===== src/rtl/bitfield_unit.sv =====
module bitfield_unit (
  input  logic        clk,
  input  logic        rst_n,
  input  logic        in_valid,
  input  logic        op_insert,
  input  logic [31:0] instr,
  input  logic [31:0] src_a,
  input  logic [31:0] dst_old,
  output logic        out_valid,
  output logic [4:0]  out_rd,
  output logic [31:0] result
);

  localparam logic [31:0] ONES = 32'hFFFF_FFFF;

  logic [4:0]  off;
  logic [4:0]  fld;
  logic [31:0] ext_mask;
  logic [31:0] ins_mask;
  logic [31:0] ext_val;
  logic [31:0] ins_val;
  logic [31:0] nxt_val;

  wire unused_bits = ^{instr[31:26], instr[20:11], instr[5]};

  assign off = instr[4:0];
  assign fld = instr[10:6];

  assign ext_mask = ~(ONES << fld);
  assign ext_val  = (src_a >> off) & ext_mask;

  assign ins_mask = (ONES >> (5'd31 - fld)) & (ONES << off);
  assign ins_val  = (fld < off) ? dst_old
                  : (dst_old & ~ins_mask) | ((src_a << off) & ins_mask);

  assign nxt_val = op_insert ? ins_val : ext_val;

  always_ff @(posedge clk) begin
    if (!rst_n) begin
      out_valid <= 1'b0;
      out_rd    <= '0;
      result    <= '0;
    end else begin
      out_valid <= in_valid;
      if (in_valid) begin
        out_rd <= instr[25:21];
        result <= nxt_val;
      end
    end
  end

endmodule


===== config.mk =====
export PLATFORM = sky130hd
export DESIGN_NAME = bitfield_unit
export DESIGN_NICKNAME = d
export VERILOG_FILES = /design/src/rtl/bitfield_unit.sv
export SDC_FILE = /design/constraint.sdc
export NUM_CORES = 1
export LEC_CHECK = 0
export CAP_MARGIN = 20
export CORE_ASPECT_RATIO = 0.8
export CORE_MARGIN = 3
export CORE_UTILIZATION = 45
export DETAILED_ROUTE_END_ITERATION = 12
export DONT_BUFFER_PORTS = 1
export PLACE_DENSITY_LB_ADDON = 0.1
export SYNTH_ARGS = -nofsm -noshare
export SYNTH_HDL_FRONTEND = slang
export SYNTH_SLANG_ARGS = --single-unit

===== constraint.sdc =====
create_clock -name clk -period 3.9 [get_ports clk]
set_input_delay 0.78 -clock clk [delete_from_list [all_inputs] [get_ports clk]]
set_output_delay 0.78 -clock clk [all_outputs]
set_load 0.01 [all_outputs]

After elaboration in Yosys (flattened, before gate mapping):

Cells that the tools add are included.

* register bits: 38
* input port bits: 100
* output and inout port bits: 38
* word-level logic and storage cells: 19

* mux-type cells: 2
* add/subtract/negate cells: 1
* bitwise logic cells: 7
* order comparisons: 1
* shift-type cells: 5

Operator list (number)
* $and 32x32->32: 4
* $mux 32: 2
* $not 32->32: 2
* $shl 32x5->32 const A: 2
* $or 32x32->32: 1
* $shl 32x5->32: 1
* $shr 32x5->32: 1
* $shr 32x5->32 const A: 1
* $lt 5x5->1: 1
* $sub 5x5->5 const A: 1

Depth between registers and ports, before layout:

* depth in word-level cells: 8
* gate-level depth with buffers: 14
* depth with buffers taken out: 8

Worst setup path before layout:

OpenSTA, ideal clock, no wires.

* kind: input to register
* start: input instr[2]
* end: register result[10]
* stages on the path: 11
* library setup time: 0.074 ns
* arrival: 3.259 ns
* slack: 0.567 ns
* data required time: 3.826 ns
* path through: clkinv_1 -> buf_1 -> clkbuf_1 -> ha_1 -> a21o_1 -> a31oi_1 -> o21a_1 -> clkbuf_1 -> nor2_1 -> a311o_1 -> a31oi_1

* cells in the longest elaborated chain, start to end: 7
* elaborated cells between the ends (all ways): 12
* those cells by class: 1 x order compare; 3 x shift; 2 x mux; 6 x bitwise

Ends and longest elaborated chain
* from (decl): RTL line 6 `input logic [31:0] instr,`
* $shl 32x5->32: RTL line 32 `assign ins_mask = (ONES >> (5'd31 - fld)) & (ONES << off);`
* $and 32x32->32: RTL line 32
* $not 32->32: RTL line 34 `: (dst_old & ~ins_mask) | ((src_a << off) & ins_mask);`
* $and 32x32->32: RTL line 34
* $or 32x32->32: RTL line 34
* $mux 32: RTL line 33 `assign ins_val = (fld < off) ? dst_old`
* $mux 32 (*): RTL line 36 `assign nxt_val = op_insert ? ins_val : ext_val;`
* to (signal assigned): RTL line 47 `result <= nxt_val;`
* to (decl): RTL line 11 `output logic [31:0] result`

Every way passes the cells marked *; elsewhere a longest branch is shown, timed or not.
A chain may end at the register's enable or synchronous reset.

Worst setup path in the final report:

* start: input instr[2]
* end: register result[3]

The elaborated chain is that of the path after synthesis.

==> metrics.md <==
| Metric | Value |
|---|---|
| Placed cell areas | `5790 µm²` |
| Hold-fix buffers, CTS | `0` |
| Leading area contributor after synthesis | `mux4_2` |
| Period utilization | `0.672` |
| Effective utilization at floorplan | `0.468` |
| PnR Total Power | `0.00150 W` |
| Post-CTS Repair Setup Buffers | `0` |
| WL/cell | `31.2 µm` |
| Yosys top cell area share | `0.166` |
| Post-synth EDFFs | `0` |
| FFs w/ async S/R, synth | `0` |
| FMAX | `381 MHz` |
| H-tree Lvls | `2` |
| Routed Antenna Nets | `0` |
| CP Launch Type | `input port` |
| ANT cells | `0` |
| Crit Path Class | `input port to flip-flop` |
| Worst R2R Setup Slack | `2.67 ns` |
| Net Sw Power | `0.000563 W` |
| Layout Skew | `0 ns` |
| Seq/Total Area, Yosys | `0.131` |
| Residual DRC | `0` |
| Top-count cell post-synth | `nand2_1` |
| Clock tree buffer depth | `2` |
| Post-synth top cells | `nand2_1, nor2_1, o21ai_0, mux2i_1, mux4_2` |
| Worst setup startpoint | `instr[2]` |
| Vias in the first global route | `5786` |
| Final max-slew violation count | `0` |
| Synthesized flop and latch total | `38` |
| Final HPWL DP | `19000 µm` |
| Initial antenna violation count | `1` |
| Post-synthesis cell count | `695` |
| Starting DRT DRC Count | `1034` |
| Num Clock Sinks | `38` |
| RSZ-0062 raised after global routing | `no` |
| Worst EP required | `4.06 ns` |
| First-pass GRT wire length | `37600 µm` |
| Post-route cell area | `5950 µm²` |
| Io pins | `138` |
| Largest stage delay, worst path | `0.41 ns` |
| Vias per std cell | `7.62` |
| Footprint of the multi-input gates | `4660 µm²` |
| Buffers on Ports | `0` |
| Root buffer cell | `clkbuf_16` |
| CP delay by family, top | `multiplexers` |
| Setup violations, final | `0` |
| Final Wtd Congestion | `1.07` |
| Synth cell types | `72` |
| P&R area growth vs syn | `2.08%` |
| Final hold viol count | `0` |
| Status | `finished, final reports clean` |
| Syn avg cell area | `8.38 µm²` |
| Die Y | `108 µm` |
| Max Cap Viol | `0` |
| Nets@finish | `749` |
| Via Count | `6228` |
| Clk_lat worst skew | `0.28 ns` |
| YS warnings | `0` |
| Int Power | `0.000937 W` |
| Synthesized area | `5820 µm²` |
| Final TNS setup | `0 ns` |
| DIE AREA | `14400 µm²` |
| Crit end category | `flip-flop` |
| Clock power frac | `0.280` |
| Critical R2R Capture | `result[29]` |
| Critical path buffer and inverter count | `2` |
| R2R depth | `4` |
| Reg clk slew, reported paths | `0.06 ns` |
| Combinational Power Share | `0.420` |
| Die W | `133 µm` |
| Worst Setup EP | `result[3]` |
| TritonCTS Buffers | `5` |
| CP Cell Sequence | `inv_2 > buf_4 > mux2_2 > mux2i_1 > o21ai_0 > o221ai_1 > a31oi_1` |
| FP Rows | `36` |
| Slew headroom | `0.381` |
| Storage element area | `761 µm²` |
| Post-layout util | `0.478` |
| Reg2reg start | `result[29]` |
| GRT Residual Overflow | `0` |
| FILL cells | `1283` |
| VDD IR-drop max | `140 µV` |
| All-Layer GR Usage | `0.348` |
| Sequential group share of total power | `0.299` |
| Sw Share | `0.375` |
| CTS tree | `done` |
| DR pass1 iterations | `6` |
| Power Dens Cells | `252 nW/µm²` |
| Leakage | `2.09 nW` |
| Crit path time final | `2.62 ns` |
| Post-synth top flop | `dfxtp_1` |
| Cell depth of the worst setup path | `7` |
| Maximum net fanout on the critical path | `40` |
| Proportion of layout cells with a drive suffix above 1 | `0.158` |
| Syn nets | `799` |
| DRT Wirelength | `25500 µm` |
| CP max stage cell | `mux2_2` |
| Hold WC Path Type | `flip-flop to flip-flop` |
| Worst-margin pin slew | `0.922 ns` |
| Critical Path AT | `2.79 ns` |
| Core Footprint | `12400 µm²` |
| Cts repair resizes | `0` |
| Pin count of the biggest net entering global routing | `80` |
| Synth top area cells | `mux4_2, dfxtp_1, mux2i_1` |
## flip-flops by register name, summed over array words and instances, names as in the netlist
signal	flops
result	32
out_rd	5
out_valid	1
## tightest hold or removal path, cell delays in order (launching register included)
cell and delay (ns):
dfxtp_1 0.34, nand2_1 0.07, a31oi_1 0.07
## routing by layer
layer,wire length (µm),global-route usage,vias up
met5,13,0,-
met4,746,0.0793,2
met3,3070,0.0897,62
met2,11300,0.527,437
met1,10400,0.500,3065
li1,-,-,2662
## logic make-up (layout without fill, tap and decap cells)
kind of cell | after synthesis | after routing | share of synthesized area
fa+ha+maj | 4 | 4 | 0.00859
simple gates | 221 | 221 | 0.177
mux | 130 | 130 | 0.364
compound gates | 217 | 217 | 0.251
flops | 38 | 38 | 0.131
buf+inv | 85 | 36 | 0.0690
## power by group through the flow
stage	Sequential (W)	Clock, W	Combinational (W)
6_report	0.000449	0.000420	0.000631
5_1_grt	0.000453	0.000443	0.000658
4_1_cts	0.000449	0.000425	0.000609
3_5_place_dp	0.000458	0	0.000605
3_3_place_gp	0.000457	0	0.000607
2_1_floorplan	0.000450	0	0.000496
## placed cells by master (no fill, tap or decap), types with 7 or more instances in the layout
cell type  instances
nand2_1           73
nor2_1            58
o21ai_0           50
mux2i_1           49
mux4_2            43
dfxtp_1           38
a21oi_1           28
a31oi_1           25
nand3_1           25
mux2_2            21
o22ai_1           16
mux4_1            15
buf_4             14
nor3_1            13
inv_1             11
o211ai_1          10
o2111ai_1          9
nor4_1             8
o221ai_1           8
or2_2              7
## worst min-delay path by stage
| stage | to | depth (start not counted) | from |
|---|---|---|---|
| final | result[31] | 2 | result[31] |
| after global routing | result[31] | 2 | result[31] |
| after CTS | result[31] | 2 | result[31] |
| after detailed placement | result[31] | 2 | result[31] |
| after global placement | result[31] | 2 | result[31] |
| after floorplan | result[31] | 2 | result[31] |
## final cells by class
cell class                      instances  area share
Multi-Input combinational cell        572       0.784
Sequential cell                        38       0.128
Tap cell                              171      0.0360
Clock buffer                            6      0.0234
Timing Repair Buffer                   14      0.0177
Inverter                               14     0.00884
Clock inverter                          2     0.00210
## metrics by stage
step | worst slack [ns] | hold slack, ns | std cells
5_1_grt | 1.21 | 0.566 | 817
3_3_place_gp | 1.02 | 0.528 | 809
4_1_cts | 1.32 | 0.537 | 817
6_report | 1.28 | 0.534 | 817
3_5_place_dp | 1.04 | 0.525 | 809
2_1_floorplan | 0.567 | 0.499 | 695
Note: power is estimated with default switching activity, not from simulation.
